--- src/rtl/tri_pwm.sv ---
module tri_pwm #(
  parameter int MAX_DUTY   = 100,
  parameter int STEP       = 2,
  parameter int PWM_PERIOD = 100,
  localparam int TOP = (PWM_PERIOD > MAX_DUTY) ? PWM_PERIOD : MAX_DUTY + 1,
  localparam int W   = $clog2(TOP + 1)
) (
  input  logic         clk,
  input  logic         rst,
  input  logic         step,
  input  logic         en,
  output logic         pwm_out,
  output logic [W-1:0] duty
);

  localparam logic [W-1:0] MAXV  = W'(MAX_DUTY);
  localparam logic [W-1:0] STEPV = W'(STEP);
  localparam logic [W-1:0] LAST  = W'(PWM_PERIOD - 1);

  typedef enum logic {RISE = 1'b0, FALL = 1'b1} dir_t;

  dir_t         dir_q, dir_d;
  logic [W-1:0] cnt_q;
  logic [W-1:0] duty_up, duty_dn;

  always_comb begin
    if (dir_q == RISE) dir_d = (duty > MAXV - W'(1)) ? FALL : RISE;
    else               dir_d = (duty < W'(1))        ? RISE : FALL;
  end

  assign duty_up = (duty > MAXV - STEPV) ? MAXV : duty + STEPV;
  assign duty_dn = (duty < STEPV) ? '0 : duty - STEPV;

  always_ff @(posedge clk or posedge rst) begin
    if (rst) begin
      dir_q <= RISE;
      duty  <= '0;
    end else begin
      dir_q <= dir_d;
      if (step) duty <= (dir_d == RISE) ? duty_up : duty_dn;
    end
  end

  always_ff @(posedge clk or posedge rst) begin
    if (rst)                cnt_q <= '0;
    else if (cnt_q == LAST) cnt_q <= '0;
    else                    cnt_q <= cnt_q + W'(1);
  end

  assign pwm_out = en && (cnt_q < duty);

  AST_DUTY_RANGE: assert property (@(posedge clk) disable iff (rst) duty <= MAXV);
  AST_HOLD:       assert property (@(posedge clk) disable iff (rst) !step |=> $stable(duty));
  AST_STEP_SIZE:  assert property (@(posedge clk) disable iff (rst)
                    step |=> (duty == $past(duty) + STEPV || duty == $past(duty) - STEPV
                              || duty == MAXV || duty == '0));
  AST_PEAK_TURN:  assert property (@(posedge clk) disable iff (rst)
                    (step && duty == MAXV) |=> duty == MAXV - STEPV);
  AST_FLOOR_TURN: assert property (@(posedge clk) disable iff (rst)
                    (step && duty == '0) |=> duty == STEPV);
  AST_ZERO_LOW:   assert property (@(posedge clk) disable iff (rst) duty == '0 |-> !pwm_out);
  AST_FULL_HIGH:  assert property (@(posedge clk) disable iff (rst)
                    (duty == MAXV && en) |-> pwm_out);
  AST_EN_LOW:     assert property (@(posedge clk) disable iff (rst) !en |-> !pwm_out);

endmodule

--- config.mk ---
export PLATFORM = sky130hd
export DESIGN_NAME = tri_pwm
export DESIGN_NICKNAME = d
export VERILOG_FILES = /design/src/rtl/tri_pwm.sv
export SDC_FILE = /design/constraint.sdc
export NUM_CORES = 1
export LEC_CHECK = 0
export BUFFER_PORTS_ARGS = -buffer_cell sky130_fd_sc_hd__clkbuf_2
export CORE_UTILIZATION = 35
export CTS_CLUSTER_SIZE = 8
export DETAILED_ROUTE_END_ITERATION = 10
export SLEW_MARGIN = 20
export SYNTH_ARGS = -nofsm -noshare
export SYNTH_HDL_FRONTEND = slang
export SYNTH_SLANG_ARGS = --single-unit
--- constraint.sdc ---
create_clock -name clk -period 2.3 [get_ports clk]
set_input_delay 0.115 -clock clk [delete_from_list [all_inputs] [get_ports clk]]
set_output_delay 0.115 -clock clk [all_outputs]
set_load 0.02 [all_outputs]
==> impl_metrics.csv, run 1 <==
group,metric,value,unit
clock_network,clkLatencyLatePin,290,ps
finish,fin_nets,139,
routing,vias_per_cell,5.768,
sta,setup_violations,0,
logic_synthesis,avgSynthCellArea,9.099,um2
sta,hold_ws,148.4,ps
flow_run,maxCapViolCount,0,
floorplanning,die_area,3185,um2
floorplanning,floorplan.rows,19,
pwr,irDropWorstVdd,0.0006076,V
routing,wl_per_cell,14.59,um
logic_synthesis,synth-seq-cells,14,
logic_synthesis,syn_inst,114,
clock_network,cts_num_sinks,14,
clock_network,cts_buffers,3,
global_routing,grt_pass1_vias,864,
routing,drtPass1Iterations,4,
logic_synthesis,synth.distinct_cells,40,
routing,drtIter0Drc,28,
placed_design,finalWeightedCongestion,0.8036,
placed_design,port_buffers,10,
routing,num_vias,894,
finish,fin_area,1146,um2
logic_synthesis,synth_edf_count,0,
hold_path,whs_path_depth,2,
floorplanning,die_w,56.44,um
worst_setup_path,timing.rr.end,"duty[3]",
pwr,cellPowerDensity,1002,nW/um2
sta,max_freq,0.4647,GHz
global_routing,antenna_found_initial,0,
clock_network,tritoncts,"built",
logic_synthesis,syn-num-nets,128,
sta,tns,0,ps
logic_synthesis,async_flop_share,100.0,%
logic_synthesis,synth_seq_area_share,33.78,%
clock_network,cts-root-buf,"clkbuf_4",
worst_setup_path,critPathRequiredTime,2180,ps
logic_synthesis,yosys-top-cells-area,"dfrtp_1 (34%), ha_1 (12%), nand3_1 (3.4%)",
pwr,p_leak,0.0005241,uW
placed_design,dp_hpwl,1737,um
clock_network,clockBufferDepth,2,
hold_path,hold_path_class,"in2reg",
floorplanning,boundaryPins,12,
logic_synthesis,synth_area,1037,um2
sta,maxSlewHeadroom,62.43,%
worst_setup_path,critPathLaunch,"duty[1]",
sta,tightestPinTransition,562.9,ps
worst_setup_path,regToRegSetupSlack,200,ps
hold_path,min_from,"step",
placed_design,dpl_cell_area,1099,um2
worst_setup_path,timing_worst_setup_path_type,"reg2out",
sta,drv_slew,0,
routing,wl,2261,um
worst_setup_path,arrival,2040,ps
finish,drive_gt1_share,18.55,%
global_routing,grt_pass1_wl,3939,um
finish,diodes,0,
finish,area_delta_synth_final,10.49,%
clock_network,cts_max_level,1,
sta,rsz0062_at_grt,"false",
global_routing,grt_max_degree,15,
logic_synthesis,yosysWarnings,0,
worst_setup_path,cp_max_fo,7,
floorplanning,core_region_area,2781,um2
routing,drc,0,
worst_setup_path,reg2regPathDepth,6,
sta,min_period,2152,ps
sta,hold_viol,0,
outcome,outcome,"finished clean",
global_routing,grt_overflow,0,
floorplanning,initial_core_util,37.29,%
global_routing,grtUsageTotal,16.10,%
logic_synthesis,synth_top_area_cell,"dfrtp_1",
hold_path,holdPathEnd,"duty[1]",
sta,skew,11.61,ps
logic_synthesis,synth_top_area_share,33.78,%
worst_setup_path,cp-end-kind,"primary output",
worst_setup_path,reg2reg_from,"duty[1]",
clock_network,clk_pin_slew_worst_paths,100,ps
sta,timing.final.crit_share,93.56,%
routing,ant_nets,0,
worst_setup_path,cp-start-kind,"flip-flop",
logic_synthesis,synthFlopType,"dfrtp_1",
floorplanning,dieHeight,56.44,um
==> stage by stage <==
| stage | worst slack (ps) | util (%) | total power [uW] | instances |
|---|---|---|---|---|
| finish | 148.1 | 41.21 | 1149 | 155 |
| global route | 19.01 | 41.21 | 1243 | 155 |
| CTS | 69.51 | 41.16 | 1157 | 155 |
| detailed placement | 216.3 | 39.50 | 968.9 | 150 |
| global placement | 312.1 | 39.50 | 956.7 | 150 |
| floorplan | 316.5 | - | 824.5 | 114 |
==> final cells by class <==
cell class	instances	area (um2)
repair buffers	11	60.06
flip-flops and latches	14	351.6
clock buffers	4	36.28
inverters	8	30.03
fillers	283	1635
multi-input cells	87	629.4
well taps	31	38.79
==> report_power, final <==
part           internal, uW  switching [uW]
logic                   239             318
clock network          96.3            86.2
registers               292             118
total                   627             522
==> registers in the layout, summed over array words and instances (netlist names) <==
| signal | flops |
|---|---|
| cnt_q | 7 |
| duty | 6 |
| dir_q | 1 |
==> per-layer routing <==
layer / global-route usage (%) / vias up / share of wire [%]
met2: 25.88 / 22 / 49
met4: 9.059 / 0 / 2.2
met3: 2.765 / 7 / 4.2
met5: 0 / - / 0
met1: 20.29 / 430 / 44
li1: - / 435 / -
==> worst max-delay path, stage by stage (launching register included) <==
cell and delay, ps:
dfrtp_2 460, inv_1 150, ha_1 250, o21a_1 160, o21a_1 180, o2111ai_1 190
and4b_1 210, clkbuf_2 160
==> cells in the final DEF (no fill, tap or decap), types with 2 or more instances in the layout <==
master / synthesis / layout
o21a_1: 2 / 2
a21oi_1: 3 / 3
nor4_1: 2 / 2
and3_1: 3 / 3
a211o_1: 2 / 2
nand2b_1: 2 / 2
nand3_1: 7 / 7
ha_1: 10 / 10
or2_2: 3 / 3
xnor2_1: 3 / 3
inv_1: 8 / 8
dfrtp_1: 14 / 13
nor3b_1: 2 / 2
or3_1: 2 / 2
o41ai_1: 2 / 2
a22oi_1: 3 / 3
clkbuf_2: 0 / 10
nor2_1: 9 / 9
mux2i_1: 2 / 2
a211oi_1: 4 / 4
o21ai_0: 2 / 2
nand2_1: 8 / 8
clkbuf_4: 0 / 3
==> cells by family (layout without fill, tap and decap cells) <==
group	count (synthesis)	in the layout	share of synthesized area (%)
buf+inv	13	23	5.548
other cells	1	1	0.3615
mux	2	2	1.930
fa+ha+maj	10	10	12.06
compound gates	26	26	19.42
flops	14	14	33.78
xor+xnor	4	4	3.378
simple gates	44	44	23.52
==> cell usage after synthesis, drive strengths merged, types with 2 or more instances <==
master   n
nor4     2
clkbuf   2
nor3b    2
ha      10
o21ai    2
nor2     9
a211o    2
o21a     2
o41ai    2
or3      3
and3     3
mux2i    2
xnor2    3
buf      3
inv      8
a21oi    4
a211oi   4
nand2    8
or2      3
nand2b   2
dfrtp   14
nand3    7
a22oi    3
==> timing repair <==
item	4_1_cts	5_1_grt
endpoints found under the setup margin	0	1
hold buffers	1	0
resized for setup	0	1
setup buffers	0	0
endpoints found under the hold margin	14	0
==> how the worst max path moves through the flow <==
stage,to,slack (ps),depth (start not counted)
2_1_floorplan,duty[3],320,6
3_3_place_gp,duty[4],310,6
3_5_place_dp,duty[3],220,6
4_1_cts,pwm_out,70,7
5_1_grt,pwm_out,20,7
6_report,pwm_out,150,7
Power figures use the tool's default switching activity.
==> inputs of run 2 (changes only) <==
Settings changed: BUFFER_PORTS_ARGS -buffer_cell sky130_fd_sc_hd__clkbuf_2 to default, CELL_PAD_IN_SITES_DETAIL_PLACEMENT from default to 1, CELL_PAD_IN_SITES_GLOBAL_PLACEMENT from default to 1, CORE_ASPECT_RATIO from default to 0.9, DONT_BUFFER_PORTS from default to 1, PLACE_DENSITY_LB_ADDON from default to 0.1.
==> run 2 against run 1 <==
Final area grew 0.76%. Total power grew 2.9%. Non-clock buffer count shrank 4. Final cell count grew 3.2%. Clock skew shrank 4.0 ps. Combinational power grew 15%. Flip-flop and latch count is the same. Hold slack lost 110 ps. Global-route usage grew 3.1 points. Register-to-register slack gained 130 ps. Critical path type unchanged. Critical endpoint unchanged. Largest power group unchanged.
==> impl_metrics.csv, run 2 (same netlist as run 1, synthesis figures left out) <==
group,metric,value,unit
floorplanning,core_region_area,2770,um2
floorplanning,dieHeight,53.65,um
finish,final_common_cell,"dfrtp_1",
worst_setup_path,timing_worst_setup_path_type,"reg2out",
worst_setup_path,slowest_delay,380,ps
finish,largest_reg_flops,7,
routing,drc,0,
finish,final_cell_mix,"dfrtp_1 (13), ha_1 (10), nor2_1 (9), inv_1 (8), nand2_1 (8)",
floorplanning,initial_core_util,37.44,%
sta,hold_ws,42.92,ps
sta,drv_slew,0,
sta,maxSlewHeadroom,63.04,%
placed_design,finalWeightedCongestion,0.7806,
sta,setup_violations,0,
worst_setup_path,reg2reg_from,"duty[1]",
clock_network,clkLatencyLatePin,290,ps
finish,drive_gt1_share,15.00,%
hold_path,hold_path_class,"in2reg",
finish,regMostFlops,"cnt_q",
sta,timing.final.crit_share,88.63,%
worst_setup_path,critPathLaunch,"duty[1]",
clock_network,cts_buffers,3,
routing,wl_met3,140,um
global_routing,antenna_found_initial,0,
sta,tightestPinTransition,549.3,ps
placed_design,dp_hpwl,1919,um
worst_setup_path,arrival,1920,ps
worst_setup_path,cp-end-kind,"primary output",
routing,drtIter0Drc,35,
sta,max_freq,0.4906,GHz
worst_setup_path,crit_path_top_delay_cell,"dfrtp_1",
worst_setup_path,path_buf_inv,1,
placed_design,dp_slack,353.6,ps
worst_setup_path,critPathRequiredTime,2180,ps
sta,min_period,2038,ps
worst_setup_path,worst_path_most_repeated_cell,"o21a_1",
global_routing,grt_pass1_vias,910,
finish,fin_nets,135,
clock_network,clockBufferDepth,2,
outcome,outcome,"finished clean",
floorplanning,floorplan.rows,18,
clock_network,cts_setup_buffers,0,
sta,tns,0,ps
worst_setup_path,crit_chain,"inv_1, ha_1, o21a_1, o21a_1, o2111ai_1, and4b_1",
pwr,power,1182,uW
routing,vias_per_cell,5.456,
sta,skew,7.653,ps
worst_setup_path,cp_top_family,"compound AO/OA/AOI/OAI gates",
clock_network,cts-root-buf,"clkbuf_4",
finish,top_regs,"cnt_q: 7 flops, duty: 6 flops, dir_q: 1 flops",
floorplanning,die_w,59.39,um
sta,finalWorstSetupSlack,261.5,ps
placed_design,port_buffers,0,
worst_setup_path,cp-start-kind,"flip-flop",
routing,num_vias,873,
pwr,cellPowerDensity,1024,nW/um2
routing,drtPass1Iterations,4,
pwr,p_leak,0.0005092,uW
clock_network,tritoncts,"built",
routing,wl_per_cell,15.58,um
routing,ant_nets,0,
finish,area_delta_synth_final,11.34,%
sta,rsz0062_at_grt,"false",
floorplanning,boundaryPins,12,
flow_run,maxCapViolCount,0,
finish,diodes,0,
clock_network,clk_pin_slew_worst_paths,90,ps
worst_setup_path,cp_max_fo,5,
routing,met2_length,1045,um
routing,top_layer_used,"met4",
floorplanning,die_area,3186,um2
global_routing,grt_overflow,0,
global_routing,grt_pass1_wl,4450,um
worst_setup_path,regToRegSetupSlack,330,ps
sta,hold_viol,0,
hold_path,min_from,"step",
clock_network,cts_num_sinks,14,
routing,wl_met1,1284,um
clock_network,cts_max_level,1,
pwr,irDropWorstVdd,0.0004383,V
routing,wl,2493,um
global_routing,grt_max_degree,15,
global_routing,grtUsageTotal,19.19,%
run 2: cell count changes in the layout (fill, tap and decap cells not counted):
cell / delta
dlygate4sd3_1: +1
buf_4: +5
clkbuf_2: -10
run 2: cell type report:
class | count | area, um2
clock buffers | 4 | 36.28
fillers | 340 | 1615
inverters | 8 | 30.03
multi-input cells | 87 | 629.4
flip-flops and latches | 14 | 351.6
well taps | 40 | 50.05
repair buffers | 7 | 57.56
run 2: per-layer routing:
layer  vias to the layer above  GRT usage, %
met5                         -             0
met3                         5         4.567
met4                         0         4.762
met1                       424         27.61
li1                        426             -
met2                        18         28.65
run 2: worst paths after layout:
path	to	depth (start not counted)
hold / removal	duty[6]	2
min in group asynchronous	cnt_q[3]	2
max in group asynchronous	duty[6]	2
setup / recovery	pwm_out	6
hold reg to reg	cnt_q[0]	1
setup reg to reg	duty[3]	6
run 2: power breakdown:
group	leakage [uW]	internal (uW)	switching, uW
combinational	0.000322	257	384
clock	0.0000210	96.5	87.3
sequential	0.000166	292	66.0
total	0.000509	645	537
run 2: what timing repair did:
action / 4_1_cts / 5_1_grt
endpoints found under the hold margin: 16 / 0
hold buffers: 2 / 0
gates resized for setup: 0 / 1
endpoints found under the setup margin: 0 / 1
run 2: through the flow:
stage	instances	cell area [um2]	utilization (%)
2_1_floorplan	114	1037	-
3_3_place_gp	154	1097	39.61
3_5_place_dp	154	1097	39.61
4_1_cts	160	1154	41.64
5_1_grt	160	1155	41.69
6_report	160	1155	41.69
